--- config.mk ---
export PLATFORM = sky130hd
export DESIGN_NAME = rnsr_reducer
export DESIGN_NICKNAME = d
export VERILOG_FILES = /design/src/rtl/rnsr_pkg.sv /design/src/rtl/rnsr_fold.sv /design/src/rtl/rnsr_fix.sv /design/src/rtl/rnsr_reducer.sv
export SDC_FILE = /design/constraint.sdc
export NUM_CORES = 1
export LEC_CHECK = 0
export BUFFER_PORTS_ARGS = -buffer_cell sky130_fd_sc_hd__buf_2
export CAP_MARGIN = 20
export CELL_PAD_IN_SITES_DETAIL_PLACEMENT = 0
export CELL_PAD_IN_SITES_GLOBAL_PLACEMENT = 1
export CORE_ASPECT_RATIO = 1.1
export CORE_MARGIN = 2
export CORE_UTILIZATION = 30
export DETAILED_ROUTE_END_ITERATION = 10
export GPL_TIMING_DRIVEN = 0
export PLACE_DENSITY = 0.62
export SETUP_SLACK_MARGIN = 0.15
export SLEW_MARGIN = 0
export SYNTH_ARGS = -nofsm -noshare
export SYNTH_HDL_FRONTEND = slang
export SYNTH_SLANG_ARGS = --single-unit
--- constraint.sdc ---
create_clock -name clk -period 5.4 [get_ports clk]
set_clock_uncertainty 0.15 [all_clocks]
set_input_delay 1.08 -clock clk [delete_from_list [all_inputs] [get_ports clk]]
set_output_delay 1.08 -clock clk [all_outputs]
set_load 0.01 [all_outputs]
--- src/rtl/rnsr_pkg.sv ---
package rnsr_pkg;

    localparam int WORD_W = 33;
    localparam int NUM_CH = 8;

    // Signed offset of each channel modulus from 2^WORD_W
    function automatic int chan_offset(input int idx);
        case (idx)
            0:       return -1;
            1:       return -9;
            2:       return 3;
            3:       return 11;
            4:       return 5;
            5:       return 9;
            6:       return -31;
            7:       return 15;
            default: return -1;
        endcase
    endfunction

endpackage

--- src/rtl/rnsr_fold.sv ---
// One folding step: x = hi*2^W + lo  ->  y = lo + hi*ALPHA, where 2^W == ALPHA (mod b)
module rnsr_fold #(
    parameter int IW    = 72,
    parameter int OW    = 46,
    parameter int W     = 33,
    parameter int ALPHA = 1
) (
    input  logic signed [IW-1:0] x,
    output logic signed [OW-1:0] y
);
    localparam int HW = IW - W;

    logic signed [HW-1:0] hi;
    logic signed [OW-1:0] hi_ext;
    logic signed [OW-1:0] lo_ext;

    assign hi     = x[IW-1:W];
    assign hi_ext = OW'(hi);
    assign lo_ext = OW'({1'b0, x[W-1:0]});

    generate
        if (ALPHA == 1) begin : g_add
            assign y = lo_ext + hi_ext;
        end else if (ALPHA == -1) begin : g_sub
            assign y = lo_ext - hi_ext;
        end else begin : g_mul
            localparam logic signed [OW-1:0] A_C = OW'(ALPHA);
            assign y = lo_ext + hi_ext * A_C;
        end
    endgenerate

endmodule

--- src/rtl/rnsr_fix.sv ---
// Final correction: input lies in (-b, 2b); one conditional add or subtract
module rnsr_fix #(
    parameter int YW     = 36,
    parameter int W      = 33,
    parameter int OFFSET = -1
) (
    input  logic signed [YW-1:0] y,
    output logic        [W:0]    r
);
    localparam logic signed [YW-1:0] MODV = (YW'(1) <<< W) + YW'(OFFSET);

    always_comb begin
        if (y < 0) begin
            r = (W+1)'(y + MODV);
        end else if (y >= MODV) begin
            r = (W+1)'(y - MODV);
        end else begin
            r = (W+1)'(y);
        end
    end

endmodule

--- src/rtl/rnsr_reducer.sv ---
module rnsr_reducer #(
    parameter int CH_IDX = 0,
    parameter int IN_W   = 72,
    parameter int W      = rnsr_pkg::WORD_W,
    parameter int A_W    = 6
) (
    input  logic          clk,
    input  logic          rst,
    input  logic          in_valid,
    output logic          in_ready,
    input  logic [IN_W-1:0] in_data,
    output logic          out_valid,
    input  logic          out_ready,
    output logic [W:0]    out_residue
);
    localparam int OFFSET = rnsr_pkg::chan_offset(CH_IDX);
    localparam int ALPHA  = -OFFSET;
    localparam int Y1_W   = IN_W - W + A_W + 1;
    localparam int Y2_W   = W + 3;

    logic                   adv;
    logic                   v1, v2, v3;
    logic signed [Y1_W-1:0] y1_d, y1_q;
    logic signed [Y2_W-1:0] y2_d, y2_q;
    logic        [W:0]      r_d, r_q;

    // RUN when adv is high, HOLD otherwise
    assign adv      = !v3 || out_ready;
    assign in_ready = adv;

    rnsr_fold #(.IW(IN_W), .OW(Y1_W), .W(W), .ALPHA(ALPHA)) u_fold_a (
        .x (in_data),
        .y (y1_d)
    );

    rnsr_fold #(.IW(Y1_W), .OW(Y2_W), .W(W), .ALPHA(ALPHA)) u_fold_b (
        .x (y1_q),
        .y (y2_d)
    );

    rnsr_fix #(.YW(Y2_W), .W(W), .OFFSET(OFFSET)) u_fix (
        .y (y2_q),
        .r (r_d)
    );

    // State register process: the pipeline stages
    always_ff @(posedge clk) begin
        if (rst) begin
            v1   <= 1'b0;
            v2   <= 1'b0;
            v3   <= 1'b0;
            y1_q <= '0;
            y2_q <= '0;
            r_q  <= '0;
        end else if (adv) begin
            v1   <= in_valid;
            v2   <= v1;
            v3   <= v2;
            y1_q <= y1_d;
            y2_q <= y2_d;
            r_q  <= r_d;
        end
    end

    // Output process
    always_comb begin
        out_valid   = v3;
        out_residue = r_q;
    end

endmodule

## Word-level counts from Yosys, hierarchy flattened

Cells that the tools add are included.

- Bits in registers: 112
- Output and inout port bits: 36
- Input port bits: 76

- Mux-type cells: 2
- Add/subtract/negate cells: 4
- Magnitude comparators: 2
- Reductions and logical operators: 2

Operator list:

| kind | number |
|---|---|
| 34-bit 2-to-1 mux | 2 |
| 34-bit by 39-bit adder with 40-bit output | 1 |
| 34-bit by 7-bit adder with 35-bit output | 1 |
| 35-bit by 34-bit >= comparator with 1-bit output, second input constant | 1 |
| 35-bit by 1-bit < comparator with 1-bit output, second input constant | 1 |
| 34-bit adder, second input constant | 1 |
| 34-bit subtractor, second input constant | 1 |
| 1-bit logical NOT | 1 |
| 1-bit logical OR | 1 |

## Logic depth before layout (Yosys ltp)

- Depth in word-level cells: 3
- Gate-level depth with buffers: 12
- Gate-level depth less buffers: 12

## Modules after synthesis

From an unflattened synthesis, not the netlist that was laid out.

- Cells, all modules: 1311
- Area, all modules: 11050.6 sq um

Modules (own cells, without submodules):

| module | instances | cells an instance | area each (sq um) |
|---|---|---|---|
| rnsr_reducer | 1 | 541 | 5686.7 |
| rnsr_fold (u_fold_a) | 1 | 300 | 2089.5 |
| rnsr_fold (u_fold_b) | 1 | 279 | 2001.9 |
| rnsr_fix | 1 | 191 | 1272.5 |

## Worst setup path before layout

No wires, ideal clock.

- Path kind: input to register
- Start: input port in_data[0]
- End: register y1_q[36]
- Setup slack: 1.669 ns
- Data required time: 5.164 ns
- Stages: 11
- Arrival time: 3.496 ns
- Cells stage by stage: ha_1 > fa_1 > a211oi_1 > nor2_1 > o41a_1 > o2111ai_1 > a2111oi_0 > o21ai_0 > a21oi_1 > xnor2_1 > a211oi_1

- Longest elaborated chain between the ends: 1

Ends and longest elaborated chain:

| item | line | RTL |
|---|---|---|
| start, declared | rnsr_reducer.sv:11 | `input logic [IN_W-1:0] in_data,` |
| 34-bit by 39-bit adder with 40-bit output | rnsr_fold.sv:23 | `assign y = lo_ext + hi_ext;` |
| end signal, assigned | rnsr_reducer.sv:59 | `y1_q <= y1_d;` |
| end, declared | rnsr_reducer.sv:23 | `logic signed [Y1_W-1:0] y1_d, y1_q;` |

Every way passes these cells.
A chain may end at the register's enable or synchronous reset.

## Final worst setup path

- Start: input port in_data[0]
- End: register y1_q[34]

The elaborated chain is that of the path after synthesis.

==> results_dict.tcl <==
set metrics [dict create \
    finalMaxSlewViolations 0 \
    cts_buffers 9 \
    regToRegSetupSlack_ns 1.60 \
    synthCells 1108 \
    start_util 0.303 \
    synthesis.nets 1255 \
    cts_tree "yes" \
    fp-row-count 64 \
    netlist_area_sq_um 8400 \
    grt_pass1_vias 7768 \
    drv_cap 0 \
    timing.rr.start "y1_q[39]$_SDFFE_PP0P_" \
    outcome "completed" \
    nets 1379 \
    grt_use_total 0.184 \
    p_leak_nw 4.14 \
    worst_pin_slew_ns 0.859 \
    critPathLaunchType "primary input" \
    timing_hold_violations_final 0 \
    synth_flop_cell "dfxtp_1" \
    crit_type "primary input to register" \
    max_stage_delay_ns 0.67 \
    grt_pass1_wl_um 42700 \
    dieArea_sq_um 29400 \
    fp.dieH_um 180 \
    n_antenna_cell 0 \
    place_hpwl_um 21300 \
    critical-path-slowest-cell "o21ai_0" \
    setup_viol 0 \
    chipWidth_um 164 \
    final_common_cell "nand2_1" \
    crit_arrival_ns 4.42 \
    max_freq_ghz 0.230 \
    fin_crit_sh 0.804 \
    yosysUniqueCellTypes 65 \
    power_density_nw_per_um2 267 \
    grt_max_degree 27 \
    vias_per_cell 5.07 \
    hp-start "out_residue[3]$_SDFFE_PP0P_" \
    clkSlewWorstSetupHoldPaths_ns 0.08 \
    place.gp.congestion 0.882 \
    drive_gt1_frac 0.120 \
    drt_iter0_drc 374 \
    portBuffers 111 \
    cts-root-buf "clkbuf_16" \
    area_growth_pct 15.8 \
    fin_crit_ns 4.34 \
    ys_async_sr_fraction 0 \
    clock_path_buffers 2 \
    seq_area_frac_synth 0.267 \
    antenna_found_initial 0 \
    r2r_cells 12 \
    ioPinCount 112 \
    synth-edff-count 0 \
    r2r_end "y2_q[34]$_SDFFE_PP0P_" \
    hold_path.class "register to register" \
    crit_chain "buf_2 -> ha_1 -> fa_1 -> a211oi_1 -> nor2_1 -> o41a_1 -> o2111ai_1 -> a2111oi_0 -> o21ai_0 -> a21boi_0 -> xnor2_1 -> a21oi_1" \
    grt_overflow 0 \
    rsz0062_at_grt "no" \
    wl_per_cell_um 16.8 \
    syn_avg_cell_area_sq_um 7.58 \
    clock_sinks 112 \
    utilization 0.351 \
    whs_endpoint "out_residue[3]$_SDFFE_PP0P_" \
    relSlewSlack 0.427 \
    crit_required_ns 5.48 \
    wirelength_um 26800 \
    critPathCaptureType "register" \
    cp_max_fo 4 \
    insertion_delay_ns 0.37 \
    tns_ns 0 \
    detail-route-antenna-nets 0 \
    fillers 3091 \
    min_path_cells 2 \
    cts.repair.resized 0 \
    drc_errors 0 \
    layout_common_cells "nand2_1 (173), buf_2 (114), dfxtp_1 (112), a21oi_1 (105), o21ai_0 (78)" \
    drtPass1Iterations 4 \
    cts-hold-fix-buffers 0 \
    max-vdd-ir-drop_v 0.000165 \
    vias 8115 \
    ys_ff_latch 112 \
    core-area_sq_um 27700 \
    yosysWarnings 0 \
    postCtsSetupBuffers 0 \
    cts.htree.levels 3 \
]
## kinds of logic (layout without fill, tap and decap cells)
kind of cell    count (synthesis)  after routing  synth area share
compound gates                351            351             0.265
xor+xnor                       85             85            0.0886
fa+ha+maj                      71             71             0.108
buf+inv                        82            211            0.0380
flops                         112            112             0.267
mux                             1              1           0.00119
simple gates                  406            406             0.233
## flip-flops by register name, indices dropped and copies added, names as in the netlist
register / flops
v1: 1
out_residue: 34
y2_q: 35
v2: 1
y1_q: 40
out_valid: 1
## through the flow
stage | cell area [sq um] | setup slack [ns] | std cells | hold slack [ns] | total power, W
floorplan | 8400 | 1.67 | 1108 | 0.279 | 0.00167
global placement | 9410 | 0.513 | 1582 | 0.281 | 0.00194
detailed placement | 9450 | 0.538 | 1584 | 0.288 | 0.00195
CTS | 9730 | 0.907 | 1600 | 0.302 | 0.00263
global route | 9730 | 0.703 | 1600 | 0.317 | 0.00278
finish | 9730 | 1.06 | 1600 | 0.299 | 0.00260
## area by class of cell
cell class	instances	area [sq um]	area share
clock inverter	6	43.8	0.00450
clock buffer	10	239	0.0246
multi-input combinational	914	5840	0.600
timing repair buffer	113	594	0.0611
inverter	26	97.6	0.0100
buffer	56	221	0.0228
tap	363	454	0.0467
sequential	112	2240	0.230
## Yosys cell counts, drive strengths merged, types with 5 or more instances
cell | number | share of area
or3 | 14 | 0.010
or2 | 5 | 0.0037
xor2 | 40 | 0.042
a31oi | 16 | 0.012
and2 | 13 | 0.0097
a41oi | 6 | 0.0063
nor2b | 11 | 0.0082
a22o | 6 | 0.0063
nor2 | 74 | 0.033
nand4 | 13 | 0.0097
o31ai | 7 | 0.0063
a21oi | 106 | 0.064
o21bai | 9 | 0.0080
nor4 | 16 | 0.015
o21ai | 78 | 0.046
or4 | 5 | 0.0054
nor3 | 17 | 0.010
clkbuf | 52 | 0.023
and4 | 10 | 0.010
and3 | 12 | 0.0089
a211oi | 30 | 0.027
o21a | 9 | 0.0080
dfxtp | 112 | 0.27
a21o | 32 | 0.029
xnor2 | 45 | 0.047
o211ai | 7 | 0.0063
inv | 26 | 0.012
nand2b | 8 | 0.0063
nand3 | 26 | 0.015
nand2 | 174 | 0.078
ha | 69 | 0.10
o22ai | 7 | 0.0052
## how the worst max path moves through the flow
stage | slack (ns) | startpoint | depth (start not counted) | to
floorplan | 1.67 | in_data[0] | 11 | y1_q[36]$_SDFFE_PP0P_
global placement | 0.51 | in_data[15] | 12 | y1_q[34]$_SDFFE_PP0P_
detailed placement | 0.54 | in_data[0] | 12 | y1_q[34]$_SDFFE_PP0P_
CTS | 0.91 | in_data[0] | 12 | y1_q[34]$_SDFFE_PP0P_
global route | 0.70 | in_data[15] | 12 | y1_q[34]$_SDFFE_PP0P_
finish | 1.06 | in_data[0] | 12 | y1_q[34]$_SDFFE_PP0P_
## where the power goes
| group | leakage (nW) | total [W] | internal (W) | switching [W] |
|---|---|---|---|---|
| Clock | 0.139 | 0.000673 | 0.000329 | 0.000344 |
| Combinational | 3.07 | 0.000898 | 0.000371 | 0.000526 |
| Sequential | 0.927 | 0.00103 | 0.000939 | 0.0000903 |
## worst max-delay path: cells and delay by family
| family | cells | cell delay (ns) |
|---|---|---|
| adder cells (fa/ha/maj) | 2 | 0.64 |
| buffers and inverters | 1 | 0.10 |
| XOR/XNOR | 1 | 0.23 |
| AO/OA/AOI/OAI | 7 | 2.24 |
| AND/OR/NAND/NOR | 1 | 0.14 |
## per-layer routing
metal / share of wire / up-vias / track usage
met5: 0 / - / 0
met4: 0.012 / 0 / 0.0435
met3: 0.027 / 22 / 0.0192
met2: 0.49 / 134 / 0.317
met1: 0.47 / 3685 / 0.246
li1: - / 4274 / -
No activity file was read; power rests on OpenSTA's default activity.
